## config.mk

```make
export PLATFORM = sky130hd
export DESIGN_NAME = rx_flow_ctl
export DESIGN_NICKNAME = d
export VERILOG_FILES = /design/src/rtl/rx_fc_pkg.sv /design/src/rtl/rx_fc_thresh.sv /design/src/rtl/rx_fc_rts.sv /design/src/rtl/rx_fc_trig.sv /design/src/rtl/rx_flow_ctl.sv
export SDC_FILE = /design/constraint.sdc
export NUM_CORES = 1
export LEC_CHECK = 0
export BUFFER_PORTS_ARGS = -buffer_cell sky130_fd_sc_hd__buf_2
export CAP_MARGIN = 20
export CORE_MARGIN = 4
export CORE_UTILIZATION = 51
export DETAILED_ROUTE_END_ITERATION = 7
export GPL_ROUTABILITY_DRIVEN = 0
export HOLD_SLACK_MARGIN = 0.06
export PLACE_DENSITY_LB_ADDON = 0.3
export SLEW_MARGIN = 30
export SYNTH_ARGS = -nofsm -noshare
export SYNTH_HDL_FRONTEND = slang
export SYNTH_SLANG_ARGS = --single-unit
export TNS_END_PERCENT = 5
```

## constraint.sdc

```tcl
create_clock -name clk -period 2.7 [get_ports clk]
set_clock_uncertainty 0.2 [all_clocks]
set_input_delay 0.27 -clock clk [delete_from_list [all_inputs] [get_ports clk]]
set_output_delay 0.27 -clock clk [all_outputs]
set_load 0.01 [all_outputs]
```

## src/rtl/rx_fc_pkg.sv

```systemverilog
// rx_fc_pkg: shared types, widths and trigger tables for receive flow control.
// Assumes a 256-entry FIFO, so the count needs 9 bits to reach 256.
package rx_fc_pkg;
    localparam int FIFO_DEPTH = 256;
    localparam int CNT_W      = $clog2(FIFO_DEPTH + 1);
    localparam int SEL_W      = 2;
    localparam int N_LEVELS   = 1 << SEL_W;

    typedef logic [CNT_W-1:0] cnt_t;

    typedef enum logic [SEL_W-1:0] {
        TBL_A = 2'd0,
        TBL_B = 2'd1,
        TBL_C = 2'd2,
        TBL_D = 2'd3
    } tbl_e;

    // Returns the receive trigger level for a table and an entry index.
    function automatic cnt_t level_of(input tbl_e tbl, input logic [SEL_W-1:0] idx);
        cnt_t v;
        unique case (tbl)
            TBL_A: unique case (idx)
                2'd0: v = cnt_t'(1);
                2'd1: v = cnt_t'(4);
                2'd2: v = cnt_t'(8);
                default: v = cnt_t'(14);
            endcase
            TBL_B: unique case (idx)
                2'd0: v = cnt_t'(8);
                2'd1: v = cnt_t'(16);
                2'd2: v = cnt_t'(24);
                default: v = cnt_t'(28);
            endcase
            TBL_C: unique case (idx)
                2'd0: v = cnt_t'(8);
                2'd1: v = cnt_t'(16);
                2'd2: v = cnt_t'(56);
                default: v = cnt_t'(60);
            endcase
            default: unique case (idx)
                2'd0: v = cnt_t'(16);
                2'd1: v = cnt_t'(64);
                2'd2: v = cnt_t'(128);
                default: v = cnt_t'(224);
            endcase
        endcase
        return v;
    endfunction
endpackage

```

## src/rtl/rx_fc_thresh.sv

```systemverilog
// rx_fc_thresh: works out the trigger level and the stop/go thresholds.
// Tables A-C: stop at the next entry up (saturating at the top entry),
// go at the next entry down (0 below the bottom entry).
// Table D: stop at the level, go just below it. Assumes every table-D level is non-zero.
module rx_fc_thresh
    import rx_fc_pkg::*;
(
    input  logic [SEL_W-1:0] tbl_sel,
    input  logic [SEL_W-1:0] lvl_sel,
    output cnt_t             lvl,
    output cnt_t             hi_thr,
    output cnt_t             lo_thr
);
    localparam logic [SEL_W-1:0] TOP_IDX = SEL_W'(N_LEVELS - 1);

    tbl_e tbl;
    assign tbl = tbl_e'(tbl_sel);

    // Selected entry and its two neighbours in the same table.
    always_comb begin
        lvl = level_of(tbl, lvl_sel);
        if (tbl == TBL_D) begin
            hi_thr = lvl;
            lo_thr = lvl - cnt_t'(1);
        end else begin
            hi_thr = (lvl_sel == TOP_IDX) ? lvl : level_of(tbl, lvl_sel + SEL_W'(1));
            lo_thr = (lvl_sel == '0)      ? '0  : level_of(tbl, lvl_sel - SEL_W'(1));
        end
    end
endmodule

```

## src/rtl/rx_fc_rts.sv

```systemverilog
// rx_fc_rts: registered set/reset latch for the active-low flow-control line.
// Assumes hi_thr > lo_thr. Stop takes priority over go.
module rx_fc_rts
    import rx_fc_pkg::*;
(
    input  logic clk,
    input  logic rst_n,
    input  logic auto_en,
    input  logic sw_rts,
    input  cnt_t count,
    input  cnt_t hi_thr,
    input  cnt_t lo_thr,
    output logic rts_n
);
    // Software mode follows the request bit; auto mode sets, clears or holds.
    always_ff @(posedge clk) begin
        if (!rst_n)                  rts_n <= 1'b0;
        else if (!auto_en)           rts_n <= ~sw_rts;
        else if (count >= hi_thr)    rts_n <= 1'b1;
        else if (count <= lo_thr)    rts_n <= 1'b0;
    end

    a_r2_manual: assert property (@(posedge clk) disable iff (!rst_n)
        !auto_en |=> (rts_n == !$past(sw_rts)));
    a_r3_stop: assert property (@(posedge clk) disable iff (!rst_n)
        (auto_en && count >= hi_thr) |=> rts_n);
    a_r4_go: assert property (@(posedge clk) disable iff (!rst_n)
        (auto_en && count <= lo_thr && count < hi_thr) |=> !rts_n);
    a_r5_hold: assert property (@(posedge clk) disable iff (!rst_n)
        (auto_en && count > lo_thr && count < hi_thr) |=> $stable(rts_n));
endmodule

```

## src/rtl/rx_fc_trig.sv

```systemverilog
// rx_fc_trig: registered receive trigger flag, set while count >= level.
module rx_fc_trig
    import rx_fc_pkg::*;
(
    input  logic clk,
    input  logic rst_n,
    input  cnt_t count,
    input  cnt_t lvl,
    output logic trig
);
    // Compare the count against the trigger level once per cycle.
    always_ff @(posedge clk) begin
        if (!rst_n) trig <= 1'b0;
        else        trig <= (count >= lvl);
    end

    a_r9_trig_set: assert property (@(posedge clk) disable iff (!rst_n)
        (count >= lvl) |=> trig);
    a_r9_trig_clr: assert property (@(posedge clk) disable iff (!rst_n)
        (count < lvl) |=> !trig);
endmodule

```

## src/rtl/rx_flow_ctl.sv

```systemverilog
// rx_flow_ctl: receive FIFO flow control. Drives rts_n from the FIFO count with
// table-based hysteresis and flags when the trigger level is reached.
// Assumes rx_count never exceeds the FIFO depth. Both outputs are registered.
module rx_flow_ctl
    import rx_fc_pkg::*;
(
    input  logic             clk,
    input  logic             rst_n,
    input  logic [CNT_W-1:0] rx_count,
    input  logic [SEL_W-1:0] tbl_sel,
    input  logic [SEL_W-1:0] lvl_sel,
    input  logic             auto_en,
    input  logic             sw_rts,
    output logic             rts_n,
    output logic             rx_trig
);
    cnt_t lvl, hi_thr, lo_thr;

    rx_fc_thresh u_thresh (
        .tbl_sel (tbl_sel),
        .lvl_sel (lvl_sel),
        .lvl     (lvl),
        .hi_thr  (hi_thr),
        .lo_thr  (lo_thr)
    );

    rx_fc_rts u_rts (
        .clk     (clk),
        .rst_n   (rst_n),
        .auto_en (auto_en),
        .sw_rts  (sw_rts),
        .count   (rx_count),
        .hi_thr  (hi_thr),
        .lo_thr  (lo_thr),
        .rts_n   (rts_n)
    );

    rx_fc_trig u_trig (
        .clk   (clk),
        .rst_n (rst_n),
        .count (rx_count),
        .lvl   (lvl),
        .trig  (rx_trig)
    );

    // thresholds stay on the correct side of the trigger level.
    a_r6_hi_order: assert property (@(posedge clk) disable iff (!rst_n)
        hi_thr >= lvl);
    a_r7_lo_order: assert property (@(posedge clk) disable iff (!rst_n)
        lo_thr < lvl);
endmodule

```

Word level (Yosys, flattened, before mapping)
Cells that the tools add are included.
W data, S select, Z words.
{"block": "totals", "reg_bits": 2, "latch_bits": 0, "ramBits": 0, "rom_bits": 0, "inputBits": 17, "out_inout_bits": 2, "elab_cells": 46, "memories": 0}
{"block": "op_classes", "addsub": 3, "mul": 0, "n_div": 0, "n_lt_le_gt_ge": 3, "eq_ne": 11, "n_shift": 0, "muxes": 22, "bitwise": 1, "n_reduce_logical": 4}
{"operator": "$pmux W9 S3", "n": 3}
{"operator": "$pmux W8 S3", "n": 3}
{"operator": "$pmux W6 S3", "n": 3}
{"operator": "$pmux W5 S3", "n": 3}
{"operator": "$mux W9", "n": 4}
{"operator": "$pmux W4 S3", "n": 3}
{"operator": "$ge A9 B9 Y1", "n": 2}
{"operator": "$eq A2 B2 Y1 const B", "n": 6}
{"operator": "$le A9 B9 Y1", "n": 1}
{"operator": "$sub A9 B1 Y9 const B", "n": 1}
{"operator": "$eq A2 B1 Y1 const B", "n": 4}
{"operator": "$logic_not A2 Y1", "n": 4}
{"operator": "$mux W1", "n": 3}
{"operator": "$ne A3 B1 Y1 const B", "n": 1}
{"operator": "$add A2 B1 Y2 const B", "n": 1}
{"operator": "$sub A2 B1 Y2 const B", "n": 1}
{"operator": "$not A1 Y1", "n": 1}

Longest topological paths before layout
{"block": "logic_depth", "word_depth": 10, "depth_mapped": 14, "mapped_depth_nobuf": 12}

Modules after synthesis
A second synthesis with hierarchy kept.
{"block": "hier_totals", "hier_cells": 203, "area_unflattened_um2": 1385.1}
{"mod": "rx_fc_thresh", "n_inst": 1, "cells_each": 107, "area_per_inst_um2": 654.4, "seq_area_each_um2": 0.0}
{"mod": "rx_fc_rts", "n_inst": 1, "cells_each": 64, "area_per_inst_um2": 483.0, "seq_area_each_um2": 20.0}
{"mod": "rx_fc_trig", "n_inst": 1, "cells_each": 32, "area_per_inst_um2": 247.7, "seq_area_each_um2": 20.0}

Worst setup path after synthesis
Ideal clock, no wire load.
{"block": "synth_timing", "path_kind": "input -> register", "start": "input lvl_sel[0]", "end": "register u_rts.rts_n", "setup_ns": 0.119, "arrival_time_ns": 2.622, "t_required_ns": 2.381, "slack_ns": -0.240, "stages": 14, "n_path_buf": 2, "cell_sequence": "inv_1 -> ha_1 -> clkbuf_1 -> clkbuf_1 -> nand2_1 -> ha_1 -> a22o_1 -> a21oi_1 -> ha_1 -> nand4_1 -> nor3b_1 -> o2111ai_1 -> a31oi_1 -> o221a_1"}
{"block": "synth_between", "elab_chain_len": 9, "word_cells_on_any_way": 37, "cone_classes": "3 x add/sub; 2 x order compare; 8 x eq/ne; 21 x mux; 3 x reduce/logical"}
{"item": "start, declared", "line": "rx_flow_ctl.sv:11", "rtl": "input logic [SEL_W-1:0] lvl_sel,"}
{"item": "parallel branches: the longest is 9 deep, another holds $sub A9 B1 Y9"}
{"item": "end signal, assigned", "line": "rx_fc_rts.sv:18", "rtl": "else if (!auto_en) rts_n <= ~sw_rts;"}
{"item": "end, declared", "line": "rx_fc_rts.sv:13", "rtl": "output logic rts_n"}
Several ways; the timed one is not identified.
A chain may end at the register's enable or synchronous reset.

Worst setup path after layout
{"block": "layout_timing", "start": "input lvl_sel[1]", "end": "register u_rts.rts_n"}
Same word-level chain as after synthesis.

==> flow_metrics.tcl <==
set metrics [dict create \
    cp-start-kind "input pin" \
    drive_gt1_share_pct 32.4 \
    min_from "rst_n" \
    track_usage_pct 25.3 \
    yosys.area_share.simple_pct 20.1 \
    synth_warnings 0 \
    hold_violations 0 \
    ios 19 \
    status "completed" \
    fmax_mhz 384 \
    port_buffers 18 \
    end_kind "register" \
    rr_endpoint "u_rts.rts_n$_SDFFE_PN0P_" \
    wl_um 3290 \
    cap_violations 0 \
    fp.dieH_um 54.3 \
    cts_sinks 2 \
    synth.area.mux_share_pct 2.97 \
    grt_pass1_vias 1239 \
    drtPass1Iterations 4 \
    numCtsBuffers 3 \
    cp_slowest_stage_delay_ns 0.44 \
    required_ns 2.62 \
    crit_type "in2reg" \
    globalRouteOverflowTotal 0 \
    intPower_w 0.000199 \
    vias 1250 \
    slowest_stage "or4_4" \
    final_cell_area_um2 1460 \
    cts_setup_buffers 0 \
    hold_depth 2 \
    synth_compound_gate_area_share_pct 26.2 \
    cts_root_buf "clkbuf_4" \
    fill_cells 151 \
    yosys.cell_types.count 40 \
    routed_via_density 5.90 \
    avgSynthCellArea_um2 7.50 \
    p_seq_share_pct 9.5 \
    post_dp_cell_area_um2 1410 \
    hold_end "u_trig.trig$_SDFF_PN0_" \
    synth_fa_ha_area_share_pct 37.7 \
    cts.reportedPaths.clkPinSlew_ns 0.03 \
    power.density_nw_per_um2 240 \
    crit_fanout 3 \
    rr_startpoint "u_rts.rts_n$_SDFFE_PN0P_" \
    grt_max_degree 14 \
    place_ws_ns -0.163 \
    yosysSeqAreaShare_pct 3.66 \
    synth-main-ff-cell "dfxtp_1" \
    nNetsFinal 237 \
    dp_cells 209 \
    ctsHoldBuffers 0 \
    row_count 16 \
    fin_ws_ns 0.0929 \
    drtAntennaViolNets 0 \
    syn_inst 146 \
    wl_per_cell_um 15.5 \
    min_period_ns 2.61 \
    hold_slack_ns 0.113 \
    synthesis.area_um2 1090 \
    async_reset_ff_share_pct 0 \
    drtIter0Drc 34 \
    worstPathCellList "buf_2 > buf_4 > ha_1 > nor2b_1 > o21ai_2 > nand3_2 > or4_4 > ha_4 > nand4_1 > o31ai_1 > a31oi_1 > o221a_1" \
    p_switching_w 0.000151 \
    critPathArrivalTime_ns 2.53 \
    switching_share_pct 43.2 \
    layout_common_cells "ha_1, buf_4, buf_2" \
    clock_power_share_pct 20.7 \
    htreeDepth 1 \
    finalSetupViolCount 0 \
    ff2ff_setup_slack_ns 1.69 \
    ys_seq_elements 2 \
    timing.slew.headroom_pct 61.2 \
    synth_xor_area_share_pct 3.09 \
    synth_edf_count 0 \
    syn2layout_area_growth_pct 33.3 \
    comb_power_share_pct 69.7 \
    drv_slew 0 \
    syn_nets 196 \
    die-area_um2 2950 \
    core_um2 2000 \
    dp_hpwl_um 2740 \
    final_common_cell "ha_1" \
    cts_tree "built" \
    tightest_slew_ns 0.567 \
    p_leak_nw 0.713 \
    antenna_found_initial 0 \
    finalCritPeriodShare_pct 96.6 \
    synth_top_family_by_area "adder cells" \
    final_cells 212 \
    clockBufferDepth 2 \
    vdd_ir_drop_max_v 0.000241 \
    die_w_um 54.3 \
    grt_pass1_wl_um 5420 \
    drc 0 \
    start_util_pct 54.7 \
    diodes 0 \
    worstHoldPathType "in2reg" \
    reg2reg_depth 3 \
    insertion_delay_ns 0.24 \
]
[per-stage QoR]
stage	TNS (ns)	util, %	total power, W
detailed placement	-0.163	70.3	0.000268
finish	0	72.9	0.000350
global placement	-0.104	70.3	0.000255
floorplan	0	-	0.000179
CTS	0	71.4	0.000343
global route	-0.00652	72.9	0.000384
[final cells by class]
type	instances	area, um^2	share of cell area, %
Clock buffer	3	22.5	1.54
Inverter	9	33.8	2.32
Multi-Input combinational cell	128	1050	72.0
Sequential cell	2	40.0	2.74
Tap cell	27	33.8	2.32
Timing Repair Buffer	43	278	19.0
[registers in the layout, indices dropped and copies added, names as in the netlist]
| signal | flops |
|---|---|
| u_rts.rts_n | 1 |
| u_trig.trig | 1 |
[power by group through the flow]
stage | logic [W] | registers, W | clock network (W)
5_1_grt | 0.000274 | 0.0000333 | 0.0000766
3_5_place_dp | 0.000235 | 0.0000336 | 0
2_1_floorplan | 0.000144 | 0.0000350 | 0
3_3_place_gp | 0.000222 | 0.0000335 | 0
4_1_cts | 0.000237 | 0.0000333 | 0.0000735
6_report | 0.000244 | 0.0000334 | 0.0000725
[worst max-delay path by stage]
| stage | from | endpoint | slack (ns) | cells after the start |
|---|---|---|---|---|
| 2_1_floorplan | lvl_sel[0] | u_rts.rts_n$_SDFFE_PN0P_ | 0.003 | 13 |
| 3_3_place_gp | lvl_sel[1] | u_rts.rts_n$_SDFFE_PN0P_ | -0.10 | 12 |
| 3_5_place_dp | lvl_sel[1] | u_rts.rts_n$_SDFFE_PN0P_ | -0.16 | 12 |
| 4_1_cts | lvl_sel[1] | u_rts.rts_n$_SDFFE_PN0P_ | 0.08 | 12 |
| 5_1_grt | lvl_sel[1] | u_rts.rts_n$_SDFFE_PN0P_ | -0.007 | 12 |
| 6_report | lvl_sel[1] | u_rts.rts_n$_SDFFE_PN0P_ | 0.09 | 12 |
[logic make-up (layout without fill, tap and decap cells)]
kind of cell,after synthesis,in the layout
fa+ha+maj,33,33
buf+inv,16,55
simple gates,44,44
compound gates,46,46
xor+xnor,3,3
flops,2,2
mux,2,2
[worst max-delay path, delay by kind of cell]
| kind | cells | cell delay, ns |
|---|---|---|
| compound gates | 4 | 0.71 |
| fa+ha+maj | 2 | 0.50 |
| buf+inv | 2 | 0.25 |
| simple gates | 4 | 0.80 |
[routing by layer]
layer / vias to the layer above / global-route usage, % / wire [um]
li1: 617 / - / -
met1: 591 / 30.9 / 1470
met5: - / 0 / 0
met2: 34 / 43.8 / 1580
met4: 0 / 8.71 / 70
met3: 8 / 4.36 / 161
[what timing repair did]
item	CTS	global route
endpoints found under the setup margin	0	1
gates resized for setup	0	7
endpoints found under the hold margin	0	0
[cells in the mapped netlist, drive strengths merged (2+ instances only)]
cell type,count,area share [%]
ha,33,38
o21ai,16,7.3
a21oi,12,5.5
nor2,12,4.1
nand2,11,3.8
inv,9,3.1
clkbuf,4,1.4
nor2b,4,2.3
buf,3,1.8
nand2b,3,1.7
nand3,3,1.8
nand4,3,1.7
nor3,3,1.4
xor2,3,3.1
a211o,2,1.6
a21o,2,1.4
a31oi,2,1.1
dfxtp,2,3.7
mux2i,2,3.0
o21a,2,1.4
o31ai,2,1.4
Note: power is estimated with default switching activity, not from simulation.
